## src/rtl/fetflt_pkg.sv

```systemverilog
package fetflt_pkg;

  typedef enum logic {
    FF_CLEAN   = 1'b0,
    FF_TRIPPED = 1'b1
  } ff_state_e;

  // Converts a duration to a cycle count at a given clock rate (at least 1).
  function automatic int unsigned cyc_from_ns(input longint unsigned hz,
                                              input longint unsigned ns);
    longint unsigned c;
    c = (hz * ns) / 64'd1_000_000_000;
    if (c == 0) c = 1;
    return int'(c);
  endfunction

endpackage

```

## src/rtl/fetflt_clear_join.sv

```systemverilog
module fetflt_clear_join #(
  parameter int unsigned NUM_PORTS = 4
) (
  input  logic [NUM_PORTS-1:0] port_clr_i,
  input  logic                 chip_clr_i,
  output logic [NUM_PORTS-1:0] clr_o
);

  // Both sources merge into a single clear per port.
  for (genvar g = 0; g < NUM_PORTS; g++) begin : g_join
    always_comb clr_o[g] = port_clr_i[g] | chip_clr_i;
  end

endmodule

```

## src/rtl/fetflt_qual_timer.sv

```systemverilog
module fetflt_qual_timer #(
  parameter int unsigned QUAL_CYC = 2
) (
  input  logic clk_i,
  input  logic rst_ni,
  input  logic cond_i,
  input  logic hold_i,
  output logic expire_o
);

  localparam int unsigned CW  = $clog2(QUAL_CYC + 1);
  localparam logic [CW-1:0] CMAX = CW'(QUAL_CYC);

  logic [CW-1:0] cnt_q, cnt_d;
  logic          cnt_en;
  logic          at_max;

  always_comb begin
    at_max = (cnt_q == CMAX);
    if (hold_i || !cond_i) begin
      cnt_d = '0;
    end else if (!at_max) begin
      cnt_d = cnt_q + 1'b1;
    end else begin
      cnt_d = cnt_q;
    end
    cnt_en   = (cnt_d != cnt_q);
    expire_o = cond_i & ~hold_i & at_max;
  end

  always_ff @(posedge clk_i or negedge rst_ni) begin
    if (!rst_ni) begin
      cnt_q <= '0;
    end else if (cnt_en) begin
      cnt_q <= cnt_d;
    end
  end

  p_restart_r2 : assert property (@(posedge clk_i) disable iff (!rst_ni)
    !cond_i |=> (cnt_q == '0));

  p_hold_zero_r7 : assert property (@(posedge clk_i) disable iff (!rst_ni)
    hold_i |=> (cnt_q == '0));

  p_no_overflow_r1 : assert property (@(posedge clk_i) disable iff (!rst_ni)
    cnt_q <= CMAX);

endmodule

```

## src/rtl/fetflt_trip_latch.sv

```systemverilog
module fetflt_trip_latch
  import fetflt_pkg::*;
(
  input  logic clk_i,
  input  logic rst_ni,
  input  logic set_i,
  input  logic clr_i,
  output logic tripped_o,
  output logic evt_o
);

  ff_state_e state_q, state_d;
  logic      evt_q, evt_d;
  logic      state_en;

  always_comb begin
    state_d = state_q;
    if (clr_i) begin
      state_d = FF_CLEAN;
    end else if (set_i) begin
      state_d = FF_TRIPPED;
    end
    evt_d    = (state_q == FF_CLEAN) && (state_d == FF_TRIPPED);
    state_en = (state_d != state_q);
  end

  always_ff @(posedge clk_i or negedge rst_ni) begin
    if (!rst_ni) begin
      state_q <= FF_CLEAN;
    end else if (state_en) begin
      state_q <= state_d;
    end
  end

  always_ff @(posedge clk_i or negedge rst_ni) begin
    if (!rst_ni) begin
      evt_q <= 1'b0;
    end else begin
      evt_q <= evt_d;
    end
  end

  assign tripped_o = (state_q == FF_TRIPPED);
  assign evt_o     = evt_q;

  p_sticky_r6 : assert property (@(posedge clk_i) disable iff (!rst_ni)
    (state_q == FF_TRIPPED) && !clr_i |=> (state_q == FF_TRIPPED));

  p_clear_r7 : assert property (@(posedge clk_i) disable iff (!rst_ni)
    clr_i |=> (state_q == FF_CLEAN));

  p_evt_single_r5 : assert property (@(posedge clk_i) disable iff (!rst_ni)
    evt_q |=> !evt_q);

  p_evt_entry_r5 : assert property (@(posedge clk_i) disable iff (!rst_ni)
    evt_q |-> (state_q == FF_TRIPPED));

endmodule

```

## src/rtl/fet_fault_guard.sv

```systemverilog
module fet_fault_guard
  import fetflt_pkg::*;
#(
  parameter int unsigned NUM_PORTS = 4,
  parameter int unsigned CLK_HZ    = 125_000_000,
  parameter int unsigned QUAL_NS   = 180_000
) (
  input  logic                 clk_i,
  input  logic                 rst_ni,
  input  logic [NUM_PORTS-1:0] port_clr_i,
  input  logic                 chip_clr_i,
  input  logic [NUM_PORTS-1:0] cond_i,
  output logic [NUM_PORTS-1:0] port_off_o,
  output logic [NUM_PORTS-1:0] weak_pulldn_o,
  output logic [NUM_PORTS-1:0] fault_evt_o
);

  localparam int unsigned QUAL_CYC = cyc_from_ns(longint'(CLK_HZ), longint'(QUAL_NS));

  logic [NUM_PORTS-1:0] clr;
  logic [NUM_PORTS-1:0] expire;
  logic [NUM_PORTS-1:0] tripped;
  logic [NUM_PORTS-1:0] hold;

  fetflt_clear_join #(.NUM_PORTS(NUM_PORTS)) u_clear_join (
    .port_clr_i (port_clr_i),
    .chip_clr_i (chip_clr_i),
    .clr_o      (clr)
  );

  for (genvar p = 0; p < NUM_PORTS; p++) begin : g_port
    // The timer sits idle while the port is tripped or being cleared.
    always_comb hold[p] = clr[p] | tripped[p];

    fetflt_qual_timer #(.QUAL_CYC(QUAL_CYC)) u_timer (
      .clk_i    (clk_i),
      .rst_ni   (rst_ni),
      .cond_i   (cond_i[p]),
      .hold_i   (hold[p]),
      .expire_o (expire[p])
    );

    fetflt_trip_latch u_latch (
      .clk_i     (clk_i),
      .rst_ni    (rst_ni),
      .set_i     (expire[p]),
      .clr_i     (clr[p]),
      .tripped_o (tripped[p]),
      .evt_o     (fault_evt_o[p])
    );

    always_comb begin
      port_off_o[p]    = tripped[p];
      weak_pulldn_o[p] = tripped[p];
    end

    p_rise_needs_cond_r1 : assert property (@(posedge clk_i) disable iff (!rst_ni)
      $rose(port_off_o[p]) |-> $past(cond_i[p]));

    p_evt_with_off_r3 : assert property (@(posedge clk_i) disable iff (!rst_ni)
      fault_evt_o[p] |-> (port_off_o[p] && weak_pulldn_o[p]));
  end

  p_chip_clear_r8 : assert property (@(posedge clk_i) disable iff (!rst_ni)
    chip_clr_i |=> (port_off_o == '0));

endmodule

```

## config.mk

```make
export PLATFORM = sky130hd
export DESIGN_NAME = fet_fault_guard
export DESIGN_NICKNAME = d
export VERILOG_FILES = /design/src/rtl/fetflt_pkg.sv /design/src/rtl/fetflt_clear_join.sv /design/src/rtl/fetflt_qual_timer.sv /design/src/rtl/fetflt_trip_latch.sv /design/src/rtl/fet_fault_guard.sv
export SDC_FILE = /design/constraint.sdc
export NUM_CORES = 1
export LEC_CHECK = 0
export BUFFER_PORTS_ARGS = -buffer_cell sky130_fd_sc_hd__buf_2
export CAP_MARGIN = 10
export CORE_AREA = 2 2 111 92
export CTS_CLUSTER_SIZE = 10
export DETAILED_ROUTE_END_ITERATION = 6
export DIE_AREA = 0 0 113 94
export SLEW_MARGIN = 10
export SYNTH_ARGS = -nofsm -noshare
export SYNTH_HDL_FRONTEND = slang
export SYNTH_SLANG_ARGS = --single-unit
```

## constraint.sdc

```tcl
create_clock -name clk_i -period 3.1 [get_ports clk_i]
set_input_delay 0.62 -clock clk_i [delete_from_list [all_inputs] [get_ports clk_i]]
set_output_delay 0.62 -clock clk_i [all_outputs]
set_load 0.05 [all_outputs]
```

==> run_results.csv <==
group,metric,value,unit
cts,cts_sinks,68,
die,die_w,113,um
cts,tritoncts,"built",
worst_hold_path,hold_class,"input port to asynchronous set/reset pin",
job,max_cap_violations,0,
synthesis,synth.distinct_cells,35,
finish,layout_common_cells,"68 x dfrtp_1, 48 x nor2_1, 26 x nand4_1",
global_route,grt.total_usage,15.6,%
global_route,grt_pass1_vias,2694,
cts,cts_buffer_depth,2,
setup_path,path_max_fanout,5,
place,io_buffers,22,
sta,clock.fmax,438,MHz
setup_path,critPathCaptureType,"register",
global_route,antenna_found_initial,0,
finish,fin_nets,423,
synthesis,yosysTopAreaCell,"dfrtp_1",
finish,drive_above_1_share,11.6,%
synthesis,syn_area_per_cell,9.44,um2
route,ant_nets,0,
synthesis,ys_ff_latch,68,
power_and_ir_drop,power.density,475,nW/um2
die,coreArea,9450,um2
cts,cts-root-buf,"clkbuf_16",
sta,post-route-min-period,2.28,ns
die,die_h,94,um
cts,cts_resized,0,
die,initial_core_util,39.2,%
die,num_rows,32,
die,fp.dieArea,10600,um2
finish,final_common_cell,"dfrtp_1",
synthesis,synth_top_cell_area_share,46.0,%
synthesis,yosysWarnings,0,
synthesis,syn_inst,392,
sta,slew_headroom,57.2,%
power_and_ir_drop,p_total,1.96,mW
cts,post_cts_buffers,0,
setup_path,crit_path_start_kind,"register",
global_route,grt_overflow,0,
place,place_hpwl,5210,um
finish,num_antenna_cells,0,
synthesis,synthArstFlopShare,100,%
synthesis,synth.net_count,415,
synthesis,synth.top_cells.by_area,"dfrtp_1 46%, xor2_1 5.9%, nor2_1 4.9%",
route,drc_errors,4,
setup_path,critical_path_class,"register to register",
sta,worstMarginPinSlew,0.640,ns
finish,fillCellCount,907,
finish,finish.instance_area,4120,um2
cts,cts_hold_buf,0,
place,dpl_cell_area,3830,um2
route,avgRoutedWirePerCell,14.2,um
synthesis,synth-edff-count,0,
route,avgViaCountPerCell,5.37,
cts,cts_buffers,9,
place,place.gp.congestion,0.805,
finish,syn_to_final_growth,11.4,%
status,violations,"design-rule violations",
global_route,grt_max_degree,28,
sta,rsz0062_at_grt,"false",
setup_path,critPathRequiredTime,3.33,ns
power_and_ir_drop,peakVddDrop,349,uV
sta,skew,0.00721,ns
setup_path,cp.arrival,2.52,ns
sta,min_period_over_period,73.6,%
global_route,grt_pass1_wl,13300,um
sta,tns,0,ns
route,drt-total-wl,7430,um
power_and_ir_drop,p_leak,1.69,nW
sta,drv_slew,0,
die,io_pins,23,
synthesis,yosysSeqAreaShare,46.0,%
route,drtIter0Drc,258,
sta,setup_viol_count_final,0,
route,routed-via-count,2812,
status,status,"finished, violations left",
sta,finalHoldViolations,0,
synthesis,yosys_most_used_dff,"dfrtp_1",
cts,clock_latency,0.33,ns
synthesis,synth_area,3700,um2
cts,path_clk_slew,0.06,ns
route,drt_first_pass_iters,7,
cts,clock_tree.htree_level_count,3,
-- cell families after synthesis --
family          count (synthesis)  share of synthesized area (%)
simple gates                  186                           27.4
flops                          68                           46.0
buf+inv                        44                           5.71
xor+xnor                       43                           10.2
compound gates                 36                           5.85
fa+ha+maj                      12                           4.06
mux                             3                          0.811
-- worst paths after layout --
check	start	end	slack (ns)	cells past startpoint
setup / recovery	g_port[1].u_timer.cnt_q[3]	g_port[1].u_latch.tripped_o	0.82	6
hold / removal	rst_ni	g_port[3].u_timer.cnt_q[3]	0.25	1
setup reg to reg	g_port[1].u_timer.cnt_q[3]	g_port[1].u_latch.tripped_o	0.82	6
hold reg to reg	g_port[3].u_timer.cnt_q[9]	g_port[3].u_timer.cnt_q[9]	0.54	2
max in group asynchronous	rst_ni	g_port[0].u_timer.cnt_q[12]	2.11	2
min in group clk_i	g_port[3].u_timer.cnt_q[9]	g_port[3].u_timer.cnt_q[9]	0.54	2
-- registers in the layout, summed over array words and instances (netlist names) --
name                      cells
g_port.u_timer.cnt_q         60
g_port.u_latch.evt_o          4
g_port.u_latch.tripped_o      4
-- synthesized netlist by cell type (2+ instances only) --
master / number
o211ai_1: 3
or4_1: 6
nand2_1: 23
xor2_1: 25
and3_1: 7
xnor2_1: 18
inv_1: 17
ha_1: 12
nand3_1: 22
nor4_4: 2
or3_1: 6
nor4_1: 14
and4_1: 5
a21oi_1: 17
a211oi_1: 3
mux2i_1: 3
buf_4: 12
o31ai_1: 2
nand4_1: 26
dfrtp_1: 68
o21ai_0: 7
clkbuf_1: 14
and2_1: 5
nor2_1: 48
nor3_1: 17
-- area by class of cell --
class	instances	area, um2	area share (%)
tap	119	149	3.61
sequential	68	1700	41.3
clock inverter	6	65.1	1.58
timing repair buffer	24	125	3.04
inverter	17	63.8	1.55
clock buffer	10	229	5.56
multi-input combinational	280	1790	43.4
-- layer usage --
metal	global-route usage, %	wire length (um)
met2	22.6	3110
met1	22.4	3990
met4	5.69	91
met3	4.13	232
met5	0	0
-- where the power goes --
group	total (mW)	switching (mW)	internal [mW]
clock	1.01	0.385	0.622
sequential	0.894	0.00345	0.891
combinational	0.0560	0.0415	0.0145
-- critical path, cell delays in order (launching register included) --
cell      delay (ns)
dfrtp_1         0.42
or4_1           0.62
nor4_4          0.33
a21oi_1         0.15
nor3_1          0.16
ha_1            0.27
a211oi_1        0.24
-- through the flow --
stage	util, %	worst slack [ns]	instances	hold WS [ns]
after floorplan	-	0.933	392	0.324
after global placement	40.5	0.847	508	0.516
after detailed placement	40.5	0.817	508	0.522
after CTS	43.6	0.816	524	0.265
after global routing	43.6	0.544	524	0.291
final	43.6	0.819	524	0.253
No activity file was read; power rests on OpenSTA's default activity.
